<file path="src/rtl/ipc_mailbox.sv">
module ipc_mailbox #(
  parameter int NUM_FIFOS = 4,
  parameter int NUM_USERS = 2,
  parameter int DEPTH = 4,
  parameter int DW = 32,
  parameter int AW = 9,
  parameter bit SETCLR_LAYOUT = 1'b0,
  parameter logic [DW-1:0] REV_ID = 'h0000_0102
) (
  input  logic                 clk,
  input  logic                 rst_n,
  input  logic                 bus_sel,
  input  logic                 bus_we,
  input  logic [AW-1:0]        bus_addr,
  input  logic [DW-1:0]        bus_wdata,
  output logic [DW-1:0]        bus_rdata,
  output logic [NUM_USERS-1:0] irq
);
  localparam int EVB = 2 * NUM_FIFOS;
  localparam int CW  = $clog2(DEPTH + 1);
  localparam int PW  = (DEPTH > 1) ? $clog2(DEPTH) : 1;

  function automatic logic hit(input logic [AW-1:0] a, input int off);
    return ({{(32-AW){1'b0}}, a} == 32'(off));
  endfunction

  function automatic int st_off(input int u);
    return SETCLR_LAYOUT ? ('h104 + 16 * u) : ('h100 + 8 * u);
  endfunction

  function automatic int en_off(input int u);
    return SETCLR_LAYOUT ? ('h108 + 16 * u) : ('h104 + 8 * u);
  endfunction

  function automatic int clr_off(input int u);
    return 'h10C + 16 * u;
  endfunction

  wire wr = bus_sel & bus_we;
  wire rd = bus_sel & ~bus_we;

  logic [NUM_FIFOS-1:0][CW-1:0] fcnt;
  logic [NUM_FIFOS-1:0][DW-1:0] head;
  logic [NUM_FIFOS-1:0]         full;
  logic [EVB-1:0]               ev;
  logic [NUM_USERS-1:0][EVB-1:0] stat;
  logic [NUM_USERS-1:0][EVB-1:0] enab;

  for (genvar m = 0; m < NUM_FIFOS; m++) begin : g_fifo
    logic [DW-1:0] slots [DEPTH];
    logic [PW-1:0] rp, wp;
    logic [CW-1:0] cnt;
    wire is_full  = (cnt == CW'(DEPTH));
    wire is_empty = (cnt == '0);
    wire msg_hit  = hit(bus_addr, 'h40 + 4 * m);
    wire push     = wr & msg_hit & ~is_full;
    wire pop      = rd & msg_hit & ~is_empty;

    always_ff @(posedge clk or negedge rst_n) begin
      if (!rst_n) begin
        rp  <= '0;
        wp  <= '0;
        cnt <= '0;
      end else begin
        if (push) begin
          wp  <= (wp == PW'(DEPTH - 1)) ? '0 : wp + 1'b1;
          cnt <= cnt + 1'b1;
        end
        if (pop) begin
          rp  <= (rp == PW'(DEPTH - 1)) ? '0 : rp + 1'b1;
          cnt <= cnt - 1'b1;
        end
      end
    end

    always_ff @(posedge clk) begin
      if (push) slots[wp] <= bus_wdata;
    end

    assign fcnt[m]     = cnt;
    assign full[m]     = is_full;
    assign head[m]     = is_empty ? '0 : slots[rp];
    assign ev[2*m]     = push;
    assign ev[2*m + 1] = pop & is_full;
  end

  for (genvar u = 0; u < NUM_USERS; u++) begin : g_user
    logic [EVB-1:0] st, en;
    wire [EVB-1:0] wbits = bus_wdata[EVB-1:0];
    wire st_hit  = hit(bus_addr, st_off(u));
    wire en_hit  = hit(bus_addr, en_off(u));
    wire clr_hit = SETCLR_LAYOUT && hit(bus_addr, clr_off(u));
    wire [EVB-1:0] ack = (wr & st_hit) ? wbits : '0;

    always_ff @(posedge clk or negedge rst_n) begin
      if (!rst_n) begin
        st <= '0;
        en <= '0;
      end else begin
        st <= (st & ~ack) | ev;
        if (wr & en_hit)
          en <= SETCLR_LAYOUT ? (en | wbits) : wbits;
        else if (wr & clr_hit)
          en <= en & ~wbits;
      end
    end

    assign stat[u] = st;
    assign enab[u] = en;
    assign irq[u]  = |(st & en);
  end

  always_comb begin
    bus_rdata = '0;
    if (hit(bus_addr, 0)) bus_rdata = REV_ID;
    for (int m = 0; m < NUM_FIFOS; m++) begin
      if (hit(bus_addr, 'h40 + 4 * m)) bus_rdata = head[m];
      if (hit(bus_addr, 'h80 + 4 * m)) bus_rdata = {{(DW-1){1'b0}}, full[m]};
      if (hit(bus_addr, 'hC0 + 4 * m)) bus_rdata = DW'(fcnt[m]);
    end
    for (int u = 0; u < NUM_USERS; u++) begin
      if (hit(bus_addr, st_off(u))) bus_rdata[EVB-1:0] = stat[u];
      if (hit(bus_addr, en_off(u)) || (SETCLR_LAYOUT && hit(bus_addr, clr_off(u))))
        bus_rdata[EVB-1:0] = enab[u];
    end
  end
endmodule

</file>
<file path="config.mk">
export PLATFORM = sky130hd
export DESIGN_NAME = ipc_mailbox
export DESIGN_NICKNAME = d
export VERILOG_FILES = /design/src/rtl/ipc_mailbox.sv
export SDC_FILE = /design/constraint.sdc
export NUM_CORES = 1
export LEC_CHECK = 0
export BUFFER_PORTS_ARGS = -buffer_cell sky130_fd_sc_hd__buf_2
export CAP_MARGIN = 20
export CORE_MARGIN = 2
export CORE_UTILIZATION = 45
export CTS_BUF_LIST = sky130_fd_sc_hd__clkbuf_8 sky130_fd_sc_hd__clkbuf_16
export CTS_CLUSTER_DIAMETER = 120
export DETAILED_ROUTE_END_ITERATION = 10
export GPL_TIMING_DRIVEN = 0
export HOLD_SLACK_MARGIN = 0.15
export PLACE_DENSITY = 0.58
export SLEW_MARGIN = 40
export SYNTH_ARGS = -nofsm -noshare
export SYNTH_HDL_FRONTEND = slang
export SYNTH_SLANG_ARGS = --single-unit
</file>
<file path="constraint.sdc">
create_clock -name clk -period 3 [get_ports clk]
set_clock_uncertainty 0.05 [all_clocks]
set_input_delay 0.3 -clock clk [delete_from_list [all_inputs] [get_ports clk]]
set_output_delay 0.3 -clock clk [all_outputs]
set_load 0.03 [all_outputs]
</file>
==> flow_metrics.env <==
export IMPL_htreeDepth=2
export IMPL_nNetsFinal=1442
export IMPL_worstSetupEndpointType="primary output"
export IMPL_synth_edf_count=512
export IMPL_vdd_drop_max_v=0.000537
export IMPL_dr_total_vias=12143
export IMPL_status="completed"
export IMPL_synth_top_family_by_area="multiplexers"
export IMPL_firstDrtPassIters=5
export IMPL_vias_per_cell=5.80
export IMPL_synth_top_area_share_pct=67.1
export IMPL_fin_hold_ws_ps=162
export IMPL_yosys_area_share_simple_pct=4.38
export IMPL_synth_common_cells="edfxtp_1 (512), mux4_2 (129), nand2_1 (78)"
export IMPL_synthTopCellsByArea="edfxtp_1 (67%), mux4_2 (13%), dfrtp_1 (6.6%), a22oi_1 (1.9%), nand2_1 (1.3%)"
export IMPL_synth_seq_cells=572
export IMPL_drc_errors=0
export IMPL_gp_congestion=0.914
export IMPL_syn_area_per_cell_um2=19.5
export IMPL_grt_pass1_vias=12272
export IMPL_cts_buffer_depth=3
export IMPL_regToRegStartpoint="g_fifo[3].cnt[2]"
export IMPL_power_density_nw_per_um2=602
export IMPL_cp_data_arrival_time_ps=2610
export IMPL_worstMarginPinSlew_ps=825
export IMPL_tritoncts="yes"
export IMPL_synthAdderAreaFrac_pct=1.44
export IMPL_synth_seq_area_share_pct=73.6
export IMPL_die_h_um=230
export IMPL_coreArea_um2=50200
export IMPL_routed_wirelength_mm=57.1
export IMPL_clock_fmax_mhz=338
export IMPL_drive_above_1_share_pct=32.3
export IMPL_overflow=0
export IMPL_die_w_um=230
export IMPL_critPathLaunch="g_fifo[3].rp[0]"
export IMPL_yosysMostFrequentCell="edfxtp_1"
export IMPL_slowest_stage="mux4_2"
export IMPL_period_share_pct=98.6
export IMPL_fin_area_um2=27300
export IMPL_worst_skew_pair_late_latency_ps=600
export IMPL_ys_flop_type="edfxtp_1"
export IMPL_totalPowerFinal_uw=16500
export IMPL_drt_iter0_drc=1341
export IMPL_root_buffer="clkbuf_16"
export IMPL_diodes=0
export IMPL_fp_row_count=82
export IMPL_period_needed_ps=2960
export IMPL_cp_start_kind="flip-flop"
export IMPL_critPathMaxFanout=10
export IMPL_initial_core_util_pct=45.7
export IMPL_dp_hpwl_mm=34.4
export IMPL_path_cells="buf_4 -> buf_8 -> mux4_2 -> a22oi_1 -> a31oi_1 -> buf_2"
export IMPL_cts_buffers_inserted=59
export IMPL_p_leak_uw=0.00933
export IMPL_area_delta_synth_final_pct=19.3
export IMPL_setup_ws_ps=42.9
export IMPL_worstSetupPathType="reg -> out"
export IMPL_grt_pass1_wl_mm=83.6
export IMPL_place_ws_ps=-482
export IMPL_synth_xor_area_share_pct=0.306
export IMPL_drv_slew=0
export IMPL_synth_compound_area_share_pct=4.80
export IMPL_die_area_um2=52800
export IMPL_syn_num_nets=1245
export IMPL_crit_required_ps=2650
export IMPL_grt_util_all_layers_pct=21.9
export IMPL_ant_nets=0
export IMPL_hold_violations=0
export IMPL_hp_class="in -> async"
export IMPL_port_buffers=72
export IMPL_synth_area_mux_share_pct=13.9
export IMPL_maxCapViolCount=0
export IMPL_syn_cell_area_um2=22900
export IMPL_pin_count=79
export IMPL_grt_start_max_net_pins=55
export IMPL_syn_inst=1176
export IMPL_synth_distinct_cells=62
export IMPL_ys_warnings_count=0
export IMPL_slew_headroom_pct=44.9
export IMPL_placed_cell_area_um2=24400
export IMPL_max_stage_delay_ps=580
export IMPL_ys_async_sr_fraction_pct=10.5
export IMPL_final_setup_viol_count=0
export IMPL_yosysTopAreaCell="edfxtp_1"
export IMPL_clkTransAtPathRegs_ps=60
export IMPL_wire_per_inst_um=27.3
export IMPL_grt_antenna_before_repair=0
export IMPL_cts_sinks=572
==> area by class of cell <==
cell class / instances / area [um^2]
Buffer: 61 / 539
Clock buffer: 63 / 1540
Clock inverter: 47 / 397
Fill cell: 3905 / 22800
Inverter: 20 / 75.1
Multi-Input combinational cell: 522 / 5950
Sequential cell: 572 / 16900
Tap cell: 672 / 841
Timing Repair Buffer: 137 / 1110
==> sequential cells by signal, summed over array words and instances (netlist names) <==
register and count:
g_fifo.wp 8, g_user.en 16, g_fifo.cnt 12, g_user.st 16, g_fifo.slots 512, g_fifo.rp 8
==> cell families (layout without fill, tap and decap cells) <==
logic type                 after synthesis  count (layout)
buffers and inverters                   82             328
DFF                                    572             572
and+or+nand+nor                        181             181
AOI/OAI and AO/OA                      154             154
muxes                                  155             155
adders and majority gates               24              24
xor gates and xnor gates                 8               8
==> stage by stage <==
stage,TNS (ps),cells,util [%]
CTS,0,2085,54.1
detailed placement,-171580,1929,48.6
global route,-31.6,2094,54.5
finish,0,2094,54.5
floorplan,0,1176,-
global placement,-633220,1920,48.1
==> where the power goes <==
group          switching, uW  internal (uW)  total (uW)
combinational            281            181         463
sequential              19.9           8690        8710
clock                   3070           4210        7280
==> layout by cell type (no fill, tap or decap), types with 25 or more instances in the layout <==
cell type	instances
nand2_1	77
a22oi_1	49
inv_1	25
dfrtp_1	56
mux4_2	129
buf_2	76
clkbuf_16	60
dlygate4sd3_1	35
buf_4	33
edfxtp_1	512
==> path summary, 6_finish.rpt <==
path / to / slack (ps) / cells after the start
worst max-delay path: bus_rdata[1] / 40 / 6
worst min-delay path: g_fifo[1].cnt[0] / 160 / 3
worst max register to register: g_fifo[3].slots[0][4] / 330 / 5
worst min register to register: g_fifo[3].cnt[2] / 470 / 1
max in group asynchronous: g_fifo[0].rp[1] / 1910 / 3
min in group clk: g_user[0].st[7] / 270 / 3
==> repair_timing <==
item / in CTS / in global routing
hold endpoints to repair: 586 / 0
setup buffers: 12 / 9
hold buffers: 35 / 0
resized for setup: 99 / 40
endpoints found under the setup margin: 31 / 30
pin swaps: 5 / 10
==> layer usage <==
metal  track usage (%)  wire (um)  up-vias
met2              35.4      27400      377
met3              3.81       3170       79
met1              31.5      25500     6465
met5                 0          0        -
met4              4.48        976        0
li1                  -          -     5222
==> critical path, delay by kind of cell, from the launching register on <==
kind / cells / cell delay, ps
buffers and inverters: 3 / 630
muxes: 1 / 580
AOI/OAI and AO/OA: 2 / 420
DFF: 1 / 360
(Power assumes the default switching activity.)
